<file path="src/rtl/i2c_bus_fault_guard.sv">
module i2c_bus_fault_guard #(
  parameter int CNT_W = 4
) (
  input  logic             clk,
  input  logic             rst_n,
  input  logic             scl_s,
  input  logic             sda_s,
  input  logic             frame_on,
  input  logic [CNT_W-1:0] bit_pos,
  input  logic             host_we,
  input  logic             host_sto,
  input  logic             host_clr,
  input  logic             host_ack,
  output logic             fault_flag,
  output logic [7:0]       status_code,
  output logic             sto_req,
  output logic             ack_en,
  output logic             line_release,
  output logic             shift_hold,
  output logic             go_idle
);
  localparam logic [7:0] CODE_FAULT = 8'h00;
  localparam logic [7:0] CODE_NONE  = 8'hF8;

  logic scl_q, sda_q;
  logic cond_seen, misplaced, recover;

  assign cond_seen = scl_s && scl_q && (sda_s != sda_q);
  assign misplaced = cond_seen && frame_on && (bit_pos != '0);
  assign recover   = fault_flag && host_we && host_sto && host_clr;

  always_ff @(posedge clk or negedge rst_n) begin
    if (!rst_n) begin
      scl_q      <= 1'b1;
      sda_q      <= 1'b1;
      fault_flag <= 1'b0;
      sto_req    <= 1'b0;
      ack_en     <= 1'b0;
      go_idle    <= 1'b0;
    end else begin
      scl_q   <= scl_s;
      sda_q   <= sda_s;
      go_idle <= recover;
      if (recover)
        fault_flag <= 1'b0;
      else if (misplaced)
        fault_flag <= 1'b1;
      if (host_we) begin
        ack_en  <= host_ack;
        sto_req <= host_sto && !recover;
      end
    end
  end

  assign status_code  = fault_flag ? CODE_FAULT : CODE_NONE;
  assign line_release = fault_flag;
  assign shift_hold   = fault_flag;

  p_misplaced_flags_r1: assert property (@(posedge clk) disable iff (!rst_n)
    (misplaced && !recover) |=> (fault_flag && status_code == CODE_FAULT));

  p_boundary_quiet_r3: assert property (@(posedge clk) disable iff (!rst_n)
    (!fault_flag && !(frame_on && bit_pos != '0)) |=> !fault_flag);

  p_recover_clears_r5: assert property (@(posedge clk) disable iff (!rst_n)
    (fault_flag && host_we && host_sto && host_clr) |=> (!fault_flag && !sto_req && go_idle));

  p_idle_single_r5: assert property (@(posedge clk) disable iff (!rst_n)
    go_idle |=> !go_idle);

  p_ack_follows_r6: assert property (@(posedge clk) disable iff (!rst_n)
    host_we |=> (ack_en == $past(host_ack)));

  p_fault_sticks_r8: assert property (@(posedge clk) disable iff (!rst_n)
    (fault_flag && !(host_we && host_sto && host_clr)) |=> fault_flag);

  p_release_r7: assert property (@(posedge clk) disable iff (!rst_n)
    $rose(fault_flag) |-> (line_release && shift_hold));
endmodule

</file>
<file path="config.mk">
export PLATFORM = sky130hd
export DESIGN_NAME = i2c_bus_fault_guard
export DESIGN_NICKNAME = d
export VERILOG_FILES = /design/src/rtl/i2c_bus_fault_guard.sv
export SDC_FILE = /design/constraint.sdc
export NUM_CORES = 1
export LEC_CHECK = 0
export BUFFER_PORTS_ARGS = -buffer_cell sky130_fd_sc_hd__buf_2
export CORE_AREA = 2 2 39 41
export CTS_BUF_LIST = sky130_fd_sc_hd__clkbuf_4 sky130_fd_sc_hd__clkbuf_8
export CTS_CLUSTER_SIZE = 30
export DETAILED_ROUTE_END_ITERATION = 8
export DIE_AREA = 0 0 41 43
export SYNTH_ARGS = -nofsm -noshare
export SYNTH_HDL_FRONTEND = slang
export SYNTH_SLANG_ARGS = --single-unit
</file>
<file path="constraint.sdc">
create_clock -name clk -period 1.3 [get_ports clk]
set_input_delay 0.26 -clock clk [delete_from_list [all_inputs] [get_ports clk]]
set_output_delay 0.26 -clock clk [all_outputs]
set_load 0.05 [all_outputs]
</file>
==> metrics <==
Congestion Overflow GR 0; Avg Inst Size Synth roughly 10 um^2; leading cell type in the layout, fill and taps excluded buf_2; hold crit path type in2reg; #FFs+latches synth 6; Hold Slack 127.5 ps; power per cell area 2537 nW/um^2; DP Cell Count between 60 and 70; antenna-violating nets left 0; sequential power share about 22%; CTS Buffer Depth 2; Fmax achieved roughly 790 MHz; GPL Wtd Cong between 0.6 and 0.7; CTS clk-pin slew, worst paths about 50 ps; global router's overall resource usage 6.984%; Arrival @ worst endpoint 1010 ps; CTS tree yes; post-synthesis adder-cell area fraction 0%; kind of critical path reg2out; CTS root buffer clkbuf_4; setup_tns 0 ps; Clock Sinks 6; min setup slack post-route 34.14 ps; switching power around 600 uW; largest net degree at the start of global routing 7; Syn Inst Count 29; H-Tree Depth 1; mux cell area share after synthesis 3.814%; die area roughly 1800 um^2; insertion delay to the later sink of the worst-skew pair approximately 250 ps; compound-gate portion of the synthesized area under 10%; n_diodes 0; Die Wd roughly 40 um; crit share post-route between 90% and 100%; P&R area growth vs syn 44.92%; core box area around 1400 um^2; VDD IR max between 500 and 600 uV; Post-Layout Cell Count 66; endpoints failing setup 0; vias 250; leakage power 0.2215 nW; FF-to-FF path depth 3; critical path launch point type flip-flop; RR Endpoint fault_flag; logic gate share of total power between 50% and 60%; Crit Path Max Fanout 6; M2 GR Usage between 7 and 8%; vias in the first global route between 150 and 200; max-cap violations 0; first-pass GRT wire length 662 um; Initial Util between 20% and 30%; Max Slew Vio Count 0; Cell Area, Synth just under 300 um^2; Total Power 1.086 mW; Port Buffers 23; Int Power roughly 500 uW; WL per Instance about 8 um; CTS buffer count 3; # rows 14; XOR/XNOR Fraction of Synth Area 2.966%; WL final between 500 and 600 um; net count reported at finish 64; critical path data required time 1040 ps; M1 GR Usage under 10%; sw frac about 54%; crit path capture status_code[6]; Setup WS pre-CTS about 150 ps; flop2flop setup slack ~170 ps; Final min period between 1000 and 1500 ps; CP Capture Type primary output; initial drt markers 2; post-synthesis sequential area ratio between 50% and 60%; DRC violations left 0; Clock Skew 11.90 ps; busiest grt layer met3; total number of yosys warnings 0; layout cells sized above 1 between 60% and 70%; most frequent cells in the layout buf_2, buf_4, clkbuf_4; Via density 3.788; Die Y roughly 43 um; Hold Fails Final Rpt 0; met3 usage 9.424%; Yosys cell types 14; RSZ-0062 raised after global routing true; clock share of power a little under 20%; worst r2r src sda_q; DR pass1 iterations 4; Ports 27; outcome completed; Synth Area in Simple Gates a little under an eighth; largest family of logic cells by synthesized area buffers and inverters; CP Launch Point fault_flag; initial antenna violation count 0
-- routing by layer --
metal | part of all wire [%] | vias up
met5 | 0 | -
met4 | 2.8 | 0
met3 | 12 | 4
met2 | 46 | 14
met1 | 39 | 110
li1 | - | 122
-- layout make-up --
cell class | count | area (um^2)
fill | 157 | 955.9
sequential | 6 | 153.9
timing repair buffer | 24 | 137.6
multi-input combinational | 14 | 75.07
clock buffer | 4 | 30.03
tap | 16 | 20.02
inverter | 2 | 11.26
-- registers in the layout, indices dropped and copies added, names as in the netlist --
name        cells
ack_en          1
fault_flag      1
go_idle         1
scl_q           1
sda_q           1
sto_req         1
-- synthesized netlist by cell type --
library cell / n / area share, %
nand3_1: 2 / 3.4
dfstp_2: 2 / 18
buf_4: 9 / 23
conb_1: 1 / 1.3
nor2_1: 1 / 1.3
mux2_2: 1 / 3.8
inv_1: 2 / 2.5
dfrtp_1: 4 / 34
or3_1: 1 / 2.1
o21ai_0: 1 / 1.7
nand2_1: 2 / 2.5
xnor2_1: 1 / 3.0
nor4_1: 1 / 2.1
a21oi_1: 1 / 1.7
-- stage by stage --
step / util [%] / instance area [um^2]
6_report: 30.92 / 427.9
5_1_grt: 30.92 / 427.9
4_1_cts: 30.02 / 415.4
3_5_place_dp: 27.12 / 375.4
3_3_place_gp: 27.12 / 375.4
2_1_floorplan: - / 307.8
-- worst max-delay path: stages (launching register included) --
cell,delay (ps)
dfrtp_2,440
clkinvlp_4,110
buf_4,200
-- kinds of logic after synthesis --
group                  after synthesis
AND/OR/NAND/NOR                      7
other                                1
AO/OA/AOI/OAI                        2
flip-flops                           6
buffers and inverters               11
XOR/XNOR                             1
multiplexers                         1
-- power groups by stage --
stage / Clock (mW) / Sequential, mW / Combinational (mW)
2_1_floorplan: 0 / 0.324 / 0.497
3_3_place_gp: 0 / 0.244 / 0.595
3_5_place_dp: 0 / 0.245 / 0.596
4_1_cts: 0.217 / 0.244 / 0.598
5_1_grt: 0.240 / 0.246 / 0.657
6_report: 0.210 / 0.243 / 0.633
-- worst min-delay path by stage --
stage               start       to  slack, ps  cells after the start
detailed placement  rst_n  sto_req         90                      1
CTS                 scl_s    scl_q        120                      1
global placement    rst_n  go_idle         90                      1
global route        scl_s    scl_q        110                      1
finish              scl_s    scl_q        130                      1
floorplan           rst_n   ack_en        -40                      0
-- timing repair --
item	4_1_cts	5_1_grt
hold buffers	1	0
setup endpoints to repair	5	5
pin swaps	0	0
gates resized for setup	0	10
hold endpoints to repair	4	0
buffers inserted	0	0
Power figures use the tool's default switching activity.
